==> config.mk <==
export PLATFORM = sky130hd
export DESIGN_NAME = next_pc_unit
export DESIGN_NICKNAME = d
export VERILOG_FILES = /design/src/rtl/npc_pkg.sv /design/src/rtl/npc_decode.sv /design/src/rtl/npc_target.sv /design/src/rtl/next_pc_unit.sv
export SDC_FILE = /design/constraint.sdc
export NUM_CORES = 1
export LEC_CHECK = 0
export BUFFER_PORTS_ARGS = -buffer_cell sky130_fd_sc_hd__buf_2
export CORE_MARGIN = 2
export CORE_UTILIZATION = 40
export CTS_CLUSTER_SIZE = 10
export DETAILED_ROUTE_END_ITERATION = 8
export PLACE_DENSITY = 0.71
export RECOVER_POWER = 50
export SLEW_MARGIN = 30
export SYNTH_ARGS = -nofsm -noshare
export SYNTH_HDL_FRONTEND = slang
export SYNTH_SLANG_ARGS = --single-unit
==> constraint.sdc <==
create_clock -name clk -period 12.8 [get_ports clk]
set_clock_uncertainty 0.15 [all_clocks]
set_input_delay 0.64 -clock clk [delete_from_list [all_inputs] [get_ports clk]]
set_output_delay 0.64 -clock clk [all_outputs]
set_load 0.01 [all_outputs]
==> src/rtl/npc_pkg.sv <==
package npc_pkg;

  localparam logic [5:0] OPC_JABS  = 6'h02;
  localparam logic [5:0] OPC_JABSL = 6'h03;
  localparam logic [5:0] OPC_BRZ   = 6'h04;
  localparam logic [5:0] OPC_BRNZ  = 6'h05;
  localparam logic [5:0] OPC_JREG  = 6'h12;
  localparam logic [5:0] OPC_JREGL = 6'h13;

  typedef enum logic [1:0] {
    FLOW_SEQ  = 2'd0,
    FLOW_JABS = 2'd1,
    FLOW_JREG = 2'd2,
    FLOW_BR   = 2'd3
  } flow_e;

endpackage

==> src/rtl/npc_decode.sv <==
module npc_decode
  import npc_pkg::*;
#(
  parameter int XLEN = 64
) (
  input  logic [5:0]      opcode,
  input  logic [XLEN-1:0] opnd,
  output flow_e           flow,
  output logic            is_link,
  output logic            br_taken
);

  logic opnd_zero;
  assign opnd_zero = (opnd == '0);

  always_comb begin
    flow     = FLOW_SEQ;
    is_link  = 1'b0;
    br_taken = 1'b0;
    unique case (opcode)
      OPC_JABS:  flow = FLOW_JABS;
      OPC_JABSL: begin flow = FLOW_JABS; is_link = 1'b1; end
      OPC_JREG:  flow = FLOW_JREG;
      OPC_JREGL: begin flow = FLOW_JREG; is_link = 1'b1; end
      OPC_BRZ:   begin flow = FLOW_BR; br_taken = opnd_zero; end
      OPC_BRNZ:  begin flow = FLOW_BR; br_taken = !opnd_zero; end
      default:   flow = FLOW_SEQ;
    endcase
  end

endmodule

==> src/rtl/npc_target.sv <==
module npc_target
  import npc_pkg::*;
#(
  parameter int XLEN = 64,
  parameter int JT_W = 26,
  parameter int OFF_W = 16
) (
  input  logic [XLEN-1:0] pc_cur,
  input  logic [JT_W-1:0] jfield,
  input  logic [XLEN-1:0] opnd,
  input  flow_e           flow,
  input  logic            br_taken,
  output logic [XLEN-1:0] seq_pc,
  output logic [XLEN-1:0] pc_next
);

  localparam int REGION_LSB = JT_W + 2;

  function automatic logic [XLEN-1:0] fn_step(input logic [XLEN-1:0] p);
    return p + XLEN'(4);
  endfunction

  function automatic logic [XLEN-1:0] fn_region(input logic [XLEN-1:0] p,
                                                input logic [JT_W-1:0] t);
    return {p[XLEN-1:REGION_LSB], t, 2'b00};
  endfunction

  function automatic logic [XLEN-1:0] fn_rel(input logic [XLEN-1:0] p,
                                             input logic [OFF_W-1:0] o);
    return fn_step(p) + {{(XLEN-OFF_W-2){o[OFF_W-1]}}, o, 2'b00};
  endfunction

  assign seq_pc = fn_step(pc_cur);

  always_comb begin
    unique case (flow)
      FLOW_JABS: pc_next = fn_region(pc_cur, jfield);
      FLOW_JREG: pc_next = opnd;
      FLOW_BR:   pc_next = br_taken ? fn_rel(pc_cur, jfield[OFF_W-1:0]) : seq_pc;
      default:   pc_next = seq_pc;
    endcase
  end

endmodule

==> src/rtl/next_pc_unit.sv <==
module next_pc_unit
  import npc_pkg::*;
#(
  parameter int XLEN = 64,
  parameter int LINK_REG = 31
) (
  input  logic            clk,
  input  logic            rst_n,
  input  logic            stall,
  input  logic [31:0]     instr,
  input  logic [XLEN-1:0] opnd,
  output logic [XLEN-1:0] pc,
  output logic            link_we,
  output logic [4:0]      link_idx,
  output logic [XLEN-1:0] link_data
);

  localparam int JT_W = 26;
  localparam int OFF_W = 16;

  flow_e           flow;
  logic            is_link;
  logic            br_taken;
  logic [XLEN-1:0] seq_pc;
  logic [XLEN-1:0] pc_next;
  logic            advance;

  npc_decode #(.XLEN(XLEN)) u_dec (
    .opcode   (instr[31:26]),
    .opnd     (opnd),
    .flow     (flow),
    .is_link  (is_link),
    .br_taken (br_taken)
  );

  npc_target #(.XLEN(XLEN), .JT_W(JT_W), .OFF_W(OFF_W)) u_tgt (
    .pc_cur   (pc),
    .jfield   (instr[JT_W-1:0]),
    .opnd     (opnd),
    .flow     (flow),
    .br_taken (br_taken),
    .seq_pc   (seq_pc),
    .pc_next  (pc_next)
  );

  assign advance = !stall;

  always_ff @(posedge clk or negedge rst_n) begin
    if (!rst_n) pc <= '0;
    else if (advance) pc <= pc_next;
  end

  assign link_we   = is_link && advance;
  assign link_idx  = 5'(LINK_REG);
  assign link_data = seq_pc;

  AST_STALL_HOLD: assert property (@(posedge clk) disable iff (!rst_n)
    stall |=> $stable(pc));
  AST_STALL_NO_LINK: assert property (@(posedge clk) disable iff (!rst_n)
    stall |-> !link_we);
  AST_SEQ_STEP: assert property (@(posedge clk) disable iff (!rst_n)
    (!stall && flow == FLOW_SEQ) |=> pc == $past(pc) + XLEN'(4));
  AST_REG_JUMP: assert property (@(posedge clk) disable iff (!rst_n)
    (!stall && flow == FLOW_JREG) |=> pc == $past(opnd));
  AST_BR_FALLTHRU: assert property (@(posedge clk) disable iff (!rst_n)
    (!stall && flow == FLOW_BR && !br_taken) |=> pc == $past(pc) + XLEN'(4));
  AST_LINK_ONLY_CALLS: assert property (@(posedge clk) disable iff (!rst_n)
    link_we |-> (instr[31:26] == OPC_JABSL || instr[31:26] == OPC_JREGL));
  AST_LINK_DEST: assert property (@(posedge clk) disable iff (!rst_n)
    link_we |-> link_idx == 5'd31);
  AST_JUMP_REGION: assert property (@(posedge clk) disable iff (!rst_n)
    (!stall && flow == FLOW_JABS) |=> pc[XLEN-1:JT_W+2] == $past(pc[XLEN-1:JT_W+2]));

endmodule

==> results.txt <==
----------------------------------------------------
[Clock tree]
  H-tree lvl count ... 3
  TritonCTS clock tree ... yes
  Number of buffers created by CTS ... 9
  Clock insertion delay at the later pin of the skew report ... between 0.3 and 0.4 ns
  Total of hold buffers inserted after clock tree synthesis ... 0
  Number of buffers added for setup after CTS ... 0
  Clock slew at the register clock pins of the worst setup and hold paths ... 0.06 ns
  Total of cells resized after clock tree synthesis ... 0
  Library cell used as clock root buffer ... sky130_fd_sc_hd__clkbuf_16
  Maximum clock path buffer count ... 2
  Number of sinks driven by the clock tree ... 64

[Finish]
  Finished Cell Area ... between 10,000 and 15,000 um^2
  Register with the highest flop count ... pc
  Filler Cells Inserted ... 2,483
  Top library cells by usage in the layout, fill and taps aside ... sky130_fd_sc_hd__buf_2, sky130_fd_sc_hd__a21oi_1, sky130_fd_sc_hd__nand2_1
  Number of flip-flops under the largest register name ... 64
  Number of standard cells in the layout, taps in and fillers out ... between 1,500 and 2,000
  Commonest non-fill, non-tap cell in the layout ... sky130_fd_sc_hd__buf_2
  Registers with the most flip-flops ... pc (64)
  Share of post-route cells with drive strength above 1 ... between 10% and 20%
  Net count reported at finish ... 1,673
  Synthesis-to-finish area growth ... 14.8%

[Worst setup path]
  Critical Path RT ... between 10 and 15 ns
  Highest net fanout along the worst path ... 8
  Slack of the worst reg-to-reg path ... 6.84 ns
  Category of the worst setup path capture point ... flop
  Worst endpoint data arrival time ... about 6.0 ns
  Crit-path slowest cell ... sky130_fd_sc_hd__nor4_2
  Start-to-end type of the worst setup path ... flop to flop
  Startpoint of the most critical register-to-register path ... pc[16]
  Worst flop-to-flop path endpoint ... pc[58]
  Crit-path leading delay family ... simple AND/OR/NAND/NOR gates
  Cell-by-cell trace of the critical path ... and4_1, nand4_1, nor4_2, nand3_1, xnor2_1, ha_1, nand4_1, nor4_1, nand2_1, a311oi_1, nor3_2, o31ai_1, o41ai_2, o21ai_0, xnor2_1, o22ai_1
  Depth of the most critical reg-to-reg path ... 16
  Worst stage delay on the critical path ... about 0.79 ns
  Type of origin of the critical path ... flop
  Buffers and inverters on the worst path ... 0

[Die]
  Effective utilization at floorplan ... 40.8%
  Core Footprint ... approximately 24,000 um^2
  DIE HEIGHT ... between 150 and 200 um
  Width of the die ... approximately 160 um
  Number of rows in the core area ... 56
  I/O pin total ... about 230
  Die Area ... around 25,000 um^2

[Global route]
  Vias in the first global route ... 11,000
  Initial antenna violation count ... 1
  Pin count of the biggest net entering global routing ... 78
  Global-route congestion overflow total ... 0
  All-Layer GR Usage ... 32.4%
  Global-route wire length before repair ... 64.7 mm

[Placed design]
  HPWL Detailed ... between 30 and 40 mm
  Placed Area ... 10,800 um^2
  GP Congestion ... 0.996
  Number of cells after detailed placement ... roughly 1,800
  Count of input and output buffers ... 227

[Yosys]
  Number of cells produced by synthesis ... about 1,300
  Warnings, synthesis ... 0
  Synthesis-stage register bit count ... 64
  Average cell area after synthesis ... between 7 and 8 um^2
  Netlist area before placement ... about 9600 um^2
  Seq/Total Area, Yosys ... between 10% and 20%
  Number of enable flip-flop cells after synthesis ... 0
  Top FF cell, synth ... sky130_fd_sc_hd__dfrtp_1
  Number of distinct library cells after synthesis ... 80
  Share of synthesized registers carrying an async set or reset ... 100%

[Run status]
  Violated checks ... capacitance limit, slew limit
  Result of the run ... finished with violations

[Pwr]
  Worst VDD drop ... about 0.071 mV
  Power Density ... roughly 140 nW/um^2
  Total power ... 0.00159 W
  Power share of the sequential group ... 21.1%
  Sw Ratio ... 51.8%
  Comb pwr share ... around 64%
  Clock power share ... 15.3%
  Internal power consumption ... around 0.00077 W
  Cell leakage power ... roughly 4.6 nW
  Power spent charging and discharging nets ... approximately 0.00082 W

[STA]
  Worst slew margin relative to its limit ... -173%
  Total of endpoints with negative setup slack in the final report ... 0
  Final hold violation count ... 0
  Final critical-path required period ... roughly 6.0 ns
  Final worst path period share ... a little under half
  Max frequency ... ~0.17 GHz
  Fin. max-slew vios ... 65
  Final worst hold slack ... 0.389 ns
  Setup repair after global routing missed its margin ... false
  Total negative slack for setup checks ... 0 ns
  Slew at the pin closest to its max-slew limit ... approximately 4.1 ns

[Hold path]
  Min-Delay Endpoint ... pc[1]
  Cells on Worst Hold Path ... 1
  Min-delay worst type ... flop to flop
  Startpoint of the worst hold path ... pc[1]

[Drt]
  First-pass DRT Iterations ... 7
  Routed WL per cell ... ~23 um
  Final ANT Viol Nets ... 0
  DRC marker count from the first detailed-route iteration ... roughly 1,200
  DRT Wirelength ... ~42 mm
  Drt drc ... 0
  Vias per inst ... between 6 and 7
  Via Count ... between 10,000 and 15,000

[Job]
  Max cap viols ... 1

----------------------------------------------------
how the worst max path moves through the flow:
| stage | cells past startpoint | from | slack (ns) | to |
|---|---|---|---|---|
| 2_1_floorplan | 17 | pc[16] | 8.26 | pc[62] |
| 3_3_place_gp | 16 | pc[16] | 6.85 | pc[58] |
| 4_1_cts | 17 | pc[16] | 6.90 | pc[62] |
| 3_5_place_dp | 17 | pc[16] | 6.94 | pc[62] |
| 6_report | 16 | pc[16] | 6.84 | pc[58] |
| 5_1_grt | 16 | pc[16] | 6.40 | pc[58] |
through the flow:
stage	util, %	setup WS (ns)
2_1_floorplan	-	8.26
3_3_place_gp	46.0	6.85
3_5_place_dp	46.0	6.94
4_1_cts	47.1	6.90
5_1_grt	46.8	6.40
6_report	46.8	6.84
Yosys cell counts (8+ instances only):
library cell | number | area share (%)
sky130_fd_sc_hd__a21oi_1 | 152 | 7.9
sky130_fd_sc_hd__nand2_1 | 144 | 5.6
sky130_fd_sc_hd__o21ai_0 | 109 | 5.7
sky130_fd_sc_hd__nor2_1 | 89 | 3.5
sky130_fd_sc_hd__ha_1 | 79 | 10
sky130_fd_sc_hd__xnor2_1 | 68 | 6.2
sky130_fd_sc_hd__dfrtp_1 | 64 | 17
sky130_fd_sc_hd__clkbuf_1 | 62 | 2.4
sky130_fd_sc_hd__nand4_1 | 48 | 3.1
sky130_fd_sc_hd__xor2_1 | 46 | 4.2
sky130_fd_sc_hd__nand3_1 | 44 | 2.3
sky130_fd_sc_hd__a221oi_1 | 40 | 3.6
sky130_fd_sc_hd__inv_1 | 37 | 1.4
sky130_fd_sc_hd__a21o_1 | 31 | 2.4
sky130_fd_sc_hd__and3_1 | 22 | 1.4
sky130_fd_sc_hd__nor4_1 | 20 | 1.3
sky130_fd_sc_hd__nor3_1 | 19 | 0.99
sky130_fd_sc_hd__o211ai_1 | 15 | 1.2
sky130_fd_sc_hd__o21a_1 | 15 | 1.2
sky130_fd_sc_hd__o21bai_1 | 15 | 1.2
sky130_fd_sc_hd__o22ai_1 | 15 | 0.98
sky130_fd_sc_hd__a31oi_1 | 14 | 0.91
sky130_fd_sc_hd__a22oi_1 | 13 | 1.0
sky130_fd_sc_hd__buf_2 | 12 | 0.63
sky130_fd_sc_hd__o21ai_1 | 11 | 0.57
sky130_fd_sc_hd__nor2b_1 | 10 | 0.65
sky130_fd_sc_hd__or3_1 | 10 | 0.65
sky130_fd_sc_hd__buf_4 | 9 | 0.70
sky130_fd_sc_hd__a221o_1 | 8 | 0.83
area by class of cell:
| class | count | area, um^2 | area share (%) |
|---|---|---|---|
| inverters | 37 | 139 | 1.26 |
| clock inverters | 3 | 17.5 | 0.159 |
| flip-flops and latches | 64 | 1600 | 14.5 |
| well taps | 319 | 399 | 3.62 |
| diodes | 1 | 2.50 | 0.0227 |
| clock buffers | 12 | 256 | 2.33 |
| repair buffers | 237 | 1130 | 10.2 |
| multi-input cells | 1145 | 7470 | 67.8 |
power by group through the flow:
stage,Sequential [W],Combinational (W),Clock (W)
after global routing,0.000343,0.00110,0.000249
final,0.000335,0.00101,0.000242
after global placement,0.000328,0.00100,0
after floorplan,0.000331,0.000663,0
after detailed placement,0.000333,0.000998,0
after CTS,0.000330,0.00100,0.000243
per-layer routing:
| metal | vias to the layer above | wire length [um] | global-route usage (%) |
|---|---|---|---|
| met5 | - | 0 | 0 |
| met4 | 0 | 1870 | 13.5 |
| met3 | 109 | 4230 | 6.17 |
| met2 | 739 | 19100 | 52.6 |
| met1 | 5508 | 17200 | 42.3 |
| li1 | 5306 | - | - |
cells by family after synthesis:
group                      synth area share [%]
AOI/OAI and AO/OA                          32.7
and+or+nand+nor                            23.7
buffers and inverters                      5.75
xor gates and xnor gates                   10.6
adders and majority gates                  10.5
DFF                                        16.7
other                                    0.0391
muxes                                     0.104
Note: power is estimated with default switching activity, not from simulation.
